### config.mk
export PLATFORM = sky130hd
export DESIGN_NAME = dma_irq_status
export DESIGN_NICKNAME = d
export VERILOG_FILES = /design/src/rtl/dma_irq_pkg.sv /design/src/rtl/dma_irq_ctrl.sv /design/src/rtl/dma_irq_flags.sv /design/src/rtl/dma_irq_status.sv
export SDC_FILE = /design/constraint.sdc
export NUM_CORES = 1
export LEC_CHECK = 0
export ABC_CLOCK_PERIOD_IN_PS = 2400
export CAP_MARGIN = 20
export CORE_MARGIN = 10
export CORE_UTILIZATION = 31
export CTS_CLUSTER_DIAMETER = 100
export DETAILED_ROUTE_END_ITERATION = 7
export PLACE_DENSITY = 0.92
export SYNTH_ARGS = -nofsm -noshare
export SYNTH_HDL_FRONTEND = slang
export SYNTH_HIERARCHICAL = 1
export SYNTH_SLANG_ARGS = --single-unit
### constraint.sdc
create_clock -name clk -period 2.4 [get_ports clk]
set_input_delay 0.48 -clock clk [delete_from_list [all_inputs] [get_ports clk]]
set_output_delay 0.48 -clock clk [all_outputs]
set_load 0.005 [all_outputs]
### src/rtl/dma_irq_pkg.sv
package dma_irq_pkg;
  localparam int NUM_CH     = 10;
  localparam int NUM_REG    = 2;
  localparam int CH_PER_REG = NUM_CH / NUM_REG;
  localparam int DATA_W     = 8;
  localparam int ADDR_W     = 4;
  localparam int REG_STRIDE = 8;

  // strobes from the bus decoder to the flag datapath
  typedef struct packed {
    logic [NUM_CH-1:0]  clrMask;  // flag to be cleared this cycle
    logic [NUM_REG-1:0] rdSel;    // register selected for read
  } ctrlStrobes_t;
endpackage

### src/rtl/dma_irq_ctrl.sv
module dma_irq_ctrl
  import dma_irq_pkg::*;
(
  input  logic [ADDR_W-1:0] regAddr,
  input  logic              regWrEn,
  input  logic [DATA_W-1:0] regWrData,
  output ctrlStrobes_t      strobes
);
  logic [NUM_REG-1:0] regHit;
  logic [NUM_CH-1:0]  clrVec;

  for (genvar r = 0; r < NUM_REG; r++) begin : g_hit
    assign regHit[r] = (regAddr == ADDR_W'(r * REG_STRIDE));
  end

  // a zero in the written byte clears the matching channel of the hit register
  for (genvar c = 0; c < NUM_CH; c++) begin : g_clr
    localparam int REG_IDX = c / CH_PER_REG;
    localparam int BIT_IDX = c % CH_PER_REG;
    assign clrVec[c] = regWrEn & regHit[REG_IDX] & ~regWrData[BIT_IDX];
  end

  assign strobes = '{clrMask: clrVec, rdSel: regHit};
endmodule

### src/rtl/dma_irq_flags.sv
module dma_irq_flags
  import dma_irq_pkg::*;
(
  input  logic              clk,
  input  logic              rstN,
  input  logic [NUM_CH-1:0] chDone,
  input  ctrlStrobes_t      strobes,
  output logic [NUM_CH-1:0] flags,
  output logic [DATA_W-1:0] rdData
);
  // hardware set has priority over a software clear in the same cycle
  always_ff @(posedge clk or negedge rstN) begin
    if (!rstN) flags <= '0;
    else       flags <= chDone | (flags & ~strobes.clrMask);
  end

  always_comb begin
    rdData = '0;
    for (int r = 0; r < NUM_REG; r++) begin
      if (strobes.rdSel[r])
        rdData[CH_PER_REG-1:0] = rdData[CH_PER_REG-1:0] | flags[r*CH_PER_REG +: CH_PER_REG];
    end
  end
endmodule

### src/rtl/dma_irq_status.sv
module dma_irq_status
  import dma_irq_pkg::*;
(
  input  logic              clk,
  input  logic              rstN,
  input  logic [NUM_CH-1:0] chDone,
  input  logic [NUM_CH-1:0] icClear,
  input  logic [ADDR_W-1:0] regAddr,
  input  logic              regWrEn,
  input  logic [DATA_W-1:0] regWrData,
  output logic [DATA_W-1:0] regRdData,
  output logic [NUM_CH-1:0] irqReq
);
  ctrlStrobes_t      strobes;
  logic [NUM_CH-1:0] flags;
  logic              unusedIcClear;

  // the interrupt controller's clear must not reach the flags
  assign unusedIcClear = ^icClear;

  dma_irq_ctrl u_ctrl (
    .regAddr  (regAddr),
    .regWrEn  (regWrEn),
    .regWrData(regWrData),
    .strobes  (strobes)
  );

  dma_irq_flags u_flags (
    .clk    (clk),
    .rstN   (rstN),
    .chDone (chDone),
    .strobes(strobes),
    .flags  (flags),
    .rdData (regRdData)
  );

  assign irqReq = flags;
endmodule

# == Word-level counts from Yosys, hierarchy flattened ==
# Index checks and enable logic that the tools add are counted.
# op_classes
eq_ne,1
n_mux,2
bitwise,21
reduce_logical,1
# ops
op,count
bitwise AND 1 bit,12
bitwise AND 10 bit,1
two-way mux 5 bit,2
NOT 10 bit,1
bitwise OR 10 bit,1
NOT 1 bit,5
bitwise OR 5 bit,1
"equality test 4 bit, second input constant",1
zero test 4 bit,1
# totals
regBits,10
input_bits,35
output_inout_bits,18
wordCells,26

# == Depth between registers and ports, before layout ==
# Gate-level depths: netlist of run 1.
# logic_depth
depth_word,6
depth_mapped,5
ltp_nobuf,4

# == By module ==
# The synthesis of run 1 kept the hierarchy.
# by_module_without_submodules
mod,n_inst,cells_per_inst,area_per_inst_um2,seq_area_each_um2
dma_irq_flags,1,39,432.9,250.2
dma_irq_ctrl,1,21,103.8,0.0

# == Worst setup path before layout of run 1 ==
# Ideal clock, no wire load.
# synth_timing
path_type,input port to output port
from,input regAddr[1]
to,output regRdData[2]
t_arrival_ps,1391
required_ps,1920
setup_slack_ps,529
stages,4
path_buffers,1
cell_sequence,or4_1 -> buf_2 -> inv_1 -> a22o_1
# synth_lines
element,line,text
from (decl),dma_irq_status.sv:8,"input logic [ADDR_W-1:0] regAddr,"
to (decl),dma_irq_status.sv:11,"output logic [DATA_W-1:0] regRdData,"

==> impl_metrics.json, run 1 <==
{
  "drt_pre_antenna_iters": 4,
  "top_register": "u_flags/flags",
  "synth_edf_count": 0,
  "layout.cells.non_filler": 119,
  "synth.area.top_cells": "dfrtp_1, a21o_1, inv_1, a22o_1, nor2_1",
  "reg_top3": "u_flags/flags (10)",
  "grt_pass1_wl_mm": 2.973,
  "drv_slew": 0,
  "wl_mm": 1.822,
  "setup_viol": 0,
  "die_area_sq_um": 3796,
  "syn_to_final_growth_pct": 80.89,
  "ir_worst_vdd_uv": 283.3,
  "final_nets": 139,
  "multi_input_area_sq_um": 224.0,
  "grt_max_degree": 11,
  "synth-main-ff-cell": "dfrtp_1",
  "fin_util_pct": 61.59,
  "die_x_microns": 61.61,
  "synth_top_area_share_pct": 46.62,
  "ys_types": 11,
  "power_frac_clock_pct": 38.5,
  "worstSetupPathType": "in -> out",
  "path_clk_slew_ns": 0.07,
  "seqPwrFrac_pct": 43.8,
  "setup_slack_ns": 0.08268,
  "drive_gt1_share_pct": 14.56,
  "clockRootBuffer": "clkbuf_4",
  "largest_register_ffs": 10,
  "clock_skew_ns": 0,
  "path_cells": "dlygate4sd2_1, or4_4, inv_4, buf_4, a22o_1, dlygate4sd2_1",
  "critPathBufInv": 4,
  "antenna-diode-count": 0,
  "hold_ws_ns": 0.5020,
  "async_flop_share_pct": 100.0,
  "wl_per_cell_microns": 15.31,
  "rsz0062_at_grt": "false",
  "syn_area_per_cell_sq_um": 8.946,
  "slowest_stage": "or4_4",
  "intPower_w": 0.0003090,
  "synthTopCellsByCount": "inv_1, a21o_1, dfrtp_1, nor2_1",
  "power_frac_comb_pct": 17.7,
  "seq_area_sq_um": 250.2,
  "crit_fanout": 4,
  "arrival_ns": 1.84,
  "post-route-min-period_ns": 2.317,
  "drc_errors": 0,
  "cellPowerDensity_nw_per_um2": 404.8,
  "io_pins": 53,
  "fin_crit_sh_pct": 96.56,
  "endpoint_kind": "output port",
  "drv_cap": 0,
  "hpwl_mm": 1.448,
  "grt_overflow_total": 0,
  "design_area_sq_um": 970.9,
  "drt_iter0_drc": 6,
  "critPathMaxStageDelay_ns": 0.56,
  "dpl-instance-area_sq_um": 907.1,
  "cp-start-kind": "primary input",
  "gp_congestion": 0.6941,
  "seq_area_frac_synth_pct": 46.62,
  "port_buffers": 36,
  "routed_via_density": 4.613,
  "cts_tree": "built",
  "sw_frac_of_total_pct": 21.37,
  "fmax_ghz": 0.4315,
  "core-area_sq_um": 1577,
  "yosysMostFrequentCell": "inv_1",
  "yosys.area.top_type": "dfrtp_1",
  "path_common_cell": "dlygate4sd2_1",
  "rows": 14,
  "grtUsageTotal_pct": 10.59,
  "leakage_nw": 0.4007,
  "hold_violations": 0,
  "cts_num_sinks": 10,
  "clkLatencyLatePin_ns": 0.26,
  "dp_cells": 111,
  "syn_inst": 60,
  "crit_family": "buffers and inverters",
  "ys_ff_latch": 10,
  "pre_cts_ws_ns": -0.4077,
  "synth_warnings": 6,
  "holdBufCountCts": 0,
  "p_sw_w": 0.00008398,
  "ant_nets": 0,
  "hp-class": "reg -> reg",
  "critPathRequiredTime_ns": 1.92,
  "n_fill_cell": 141,
  "synth_area_sq_um": 536.8,
  "htreeDepth": 1,
  "cts-buffers-inserted": 3,
  "vias": 549,
  "cts_buffer_depth": 2,
  "start_util_pct": 34.05,
  "grt_antenna_before_repair": 0,
  "die_h_microns": 61.61,
  "grt_pass1_vias": 622,
  "status": "completed"
}
kinds of logic after synthesis:
family	synth area share, %
simple gates	16.09
other cells	0.6986
flops	46.62
compound gates	22.14
buf+inv	14.45
final cells by class:
type	count	share of cell area (%)
Tap cell	16	2.062
Inverter	12	5.155
Clock buffer	4	3.737
Timing Repair Buffer	42	40.21
Sequential cell	10	25.77
Multi-Input combinational cell	35	23.07
repair_timing:
action                     in CTS  in global routing
gates resized for setup        17                  1
buffers inserted                4                  0
gates cloned                    0                  0
pin swaps                       2                  1
setup endpoints to repair       5                  1
cell usage in the layout (no fill, tap or decap), drive strengths merged:
master,n
or4b,1
a21o,10
nor2,10
dfrtp,10
dlygate4sd2,8
inv,12
buf,7
clkdlybuf4s50,27
or4,1
a22o,5
clkbuf,4
nand2b,5
conb,3
per-stage QoR:
| step | TNS (ns) | total power (W) |
|---|---|---|
| finish | 0 | 0.0003930 |
| global route | 0 | 0.0004200 |
| CTS | 0 | 0.0003982 |
| detailed placement | -1.999 | 0.0002462 |
| global placement | -1.877 | 0.0002451 |
| floorplan | 0 | 0.0001951 |
metal layers:
| metal | vias to the layer above | GRT usage, % | part of all wire, % |
|---|---|---|---|
| li1 | 271 | - | - |
| met3 | 2 | 4.733 | 13 |
| met4 | 0 | 4.777 | 0.77 |
| met2 | 21 | 18.16 | 51 |
| met5 | - | 0 | 0 |
| met1 | 255 | 10.89 | 35 |
path summary, 6_finish.rpt:
kind                                                   end  cells after the start  slack (ns)                        from
min in group asynchronous       u_flags/flags[9]$_DFF_PN0_                      1        0.52                        rstN
worst max-delay path                          regRdData[0]                      6        0.08                  regAddr[3]
max in group asynchronous       u_flags/flags[6]$_DFF_PN0_                      1        1.57                        rstN
worst min-delay path            u_flags/flags[9]$_DFF_PN0_                      1        0.50  u_flags/flags[9]$_DFF_PN0_
worst max register to register  u_flags/flags[0]$_DFF_PN0_                      1        1.73  u_flags/flags[0]$_DFF_PN0_
worst min register to register  u_flags/flags[9]$_DFF_PN0_                      1        0.50  u_flags/flags[9]$_DFF_PN0_
power groups by stage:
stage	registers, W	clock network [W]	logic [W]
final	0.000172	0.000151	0.0000695
after global routing	0.000173	0.000172	0.0000756
after CTS	0.000172	0.000155	0.0000708
after detailed placement	0.000176	0	0.0000707
after global placement	0.000175	0	0.0000698
after floorplan	0.000176	0	0.0000195
(Power assumes the default switching activity.)
==> run 2: changes to the inputs <==
--- a/config.mk
+++ b/config.mk
@@ -6,8 +6,7 @@
 export NUM_CORES = 1
 export LEC_CHECK = 0
 export ABC_CLOCK_PERIOD_IN_PS = 2400
-export CAP_MARGIN = 20
-export CORE_MARGIN = 10
+export CORE_MARGIN = 2
 export CORE_UTILIZATION = 31
 export CTS_CLUSTER_DIAMETER = 100
 export DETAILED_ROUTE_END_ITERATION = 7
==> run 2 against run 1 <==
  * First-iteration DRC count is 83% higher
  * Combinational power is 0.9% higher
  * Sequential share of layout area is 0.33 points lower
  * Wire length is 17% lower
  * Setup slack better by 0.019 ns
  * Non-clock buffer count is 2 higher
  * Clock skew stayed put
  * Largest cell class unchanged
  * Critical path type unchanged
  * Critical endpoint is now regRdData[4]
  * Power is 0.33% lower
  * Cell count is 2.5% higher
  * Clock-buffer cell count stayed put
  * Register-to-register slack hardly changed
==> impl_metrics.json, run 2 (same netlist as run 1, synthesis figures left out) <==
{
  "endpoint_kind": "output port",
  "path_cells": "dlygate4sd2_1, or4_4, inv_4, buf_4, a22o_1, dlygate4sd2_1",
  "mostFrequentLayoutCells": "clkdlybuf4s50_1, nor2_1, inv_1, a21o_1, dfrtp_1",
  "drive_gt1_share_pct": 17.14,
  "grt_max_degree": 11,
  "grtUsageTotal_pct": 14.93,
  "holdBufCountCts": 0,
  "status": "completed",
  "gp_congestion": 0.7473,
  "reg_top3": "u_flags/flags (10)",
  "mostFrequentLayoutCell": "clkdlybuf4s50_1",
  "critPathRequiredTime_ns": 1.92,
  "pre_cts_ws_ns": -0.3720,
  "setup_viol": 0,
  "path_clk_slew_ns": 0.06,
  "grtUsageMet1_pct": 15.75,
  "grt_overflow_total": 0,
  "cts_num_sinks": 10,
  "hpwl_mm": 1.158,
  "die_h_microns": 45.61,
  "gr-max-usage-layer": "met2",
  "drv_cap": 0,
  "vias": 577,
  "cp-start-kind": "primary input",
  "final_nets": 141,
  "htreeDepth": 1,
  "hp-class": "reg -> reg",
  "die_area_sq_um": 2080,
  "clock_skew_ns": 0,
  "drv_slew": 0,
  "crit_fanout": 3,
  "grt_pass1_vias": 556,
  "drc_errors": 0,
  "start_util_pct": 32.13,
  "grt_antenna_before_repair": 0,
  "wl_mm": 1.509,
  "arrival_ns": 1.82,
  "largest_register_ffs": 10,
  "grt_util_met3_pct": 3.968,
  "slowest_stage": "or4_4",
  "ir_worst_vdd_uv": 208.6,
  "antenna-diode-count": 0,
  "leakage_nw": 0.4084,
  "power_w": 0.0003917,
  "ant_nets": 0,
  "rows": 15,
  "routed_via_density": 4.730,
  "syn_to_final_growth_pct": 83.22,
  "drt_pre_antenna_iters": 4,
  "grt_pass1_wl_mm": 2.256,
  "drt_iter0_drc": 11,
  "path_common_cell": "dlygate4sd2_1",
  "wl_per_cell_microns": 12.37,
  "fmax_ghz": 0.4351,
  "setup_slack_ns": 0.1019,
  "core-area_sq_um": 1670,
  "use_met2_pct": 28.73,
  "hold_violations": 0,
  "cts_buffer_depth": 2,
  "critPathMaxStageDelay_ns": 0.56,
  "worstSetupPathType": "in -> out",
  "die_x_microns": 45.61,
  "io_pins": 53,
  "cellPowerDensity_nw_per_um2": 398.3,
  "rsz0062_at_grt": "false",
  "fin_crit_sh_pct": 95.76,
  "post-route-min-period_ns": 2.298,
  "cts-buffers-inserted": 3,
  "clockRootBuffer": "clkbuf_4",
  "port_buffers": 36,
  "clkLatencyLatePin_ns": 0.26,
  "top_register": "u_flags/flags",
  "cts_tree": "built"
}
==> run 2: changes by cell type in the layout (fill, tap and decap cells not counted), sizes merged <==
cell,previous run,this run
clkbuf,4,5
buf,7,9
dlygate4sd2,8,7
==> run 2: final timing paths <==
kind / startpoint / end / slack, ns / cells after the start
min in group asynchronous: rstN / u_flags/flags[1]$_DFF_PN0_ / 0.53 / 1
setup / recovery: regAddr[1] / regRdData[4] / 0.10 / 6
hold reg to reg: u_flags/flags[4]$_DFF_PN0_ / u_flags/flags[4]$_DFF_PN0_ / 0.51 / 1
hold / removal: u_flags/flags[4]$_DFF_PN0_ / u_flags/flags[4]$_DFF_PN0_ / 0.51 / 1
max in group asynchronous: rstN / u_flags/flags[9]$_DFF_PN0_ / 1.56 / 1
setup reg to reg: u_flags/flags[7]$_DFF_PN0_ / u_flags/flags[7]$_DFF_PN0_ / 1.73 / 1
==> run 2: what timing repair did <==
| action | in CTS | in global routing |
|---|---|---|
| resized for setup | 17 | 3 |
| pin swaps | 2 | 2 |
| setup endpoints to repair | 5 | 2 |
| setup buffers | 5 | 1 |
==> run 2: cell type report <==
class	instances	area, sq um
clock buffers	4	36.28
fillers	146	686.9
inverters	12	50.05
multi-input cells	35	224.0
flip-flops and latches	10	250.2
well taps	17	21.27
repair buffers	44	401.6
==> run 2: metrics by stage <==
step	TNS (ns)	std cells	cell area [sq um]	utilization, %	hold slack (ns)
2_1_floorplan	0	62	544.3	-	0.1844
3_3_place_gp	-1.872	112	908.4	54.38	0.4868
3_5_place_dp	-1.807	112	908.4	54.38	0.4979
4_1_cts	0	121	985.9	59.03	0.5134
5_1_grt	0	122	983.4	58.88	0.5302
6_report	0	122	983.4	58.88	0.5111
==> run 2: critical path, delay by kind of cell <==
family | cells | cell delay [ns]
AO/OA/AOI/OAI | 1 | 0.13
buffers and inverters | 4 | 0.65
AND/OR/NAND/NOR | 1 | 0.56
==> run 2: report_power, final <==
part	internal [W]	switching (W)
combinational	0.0000472	0.0000229
clock	0.0000920	0.0000572
sequential	0.000171	0.00000175
total	0.000310	0.0000819
==> run 2: per-layer routing <==
layer	wire (microns)	vias to the layer above	part of all wire, %
met5	0	-	0
met4	0	0	0
met3	103	0	6.8
met2	821	18	54
met1	583	284	39
li1	-	275	-
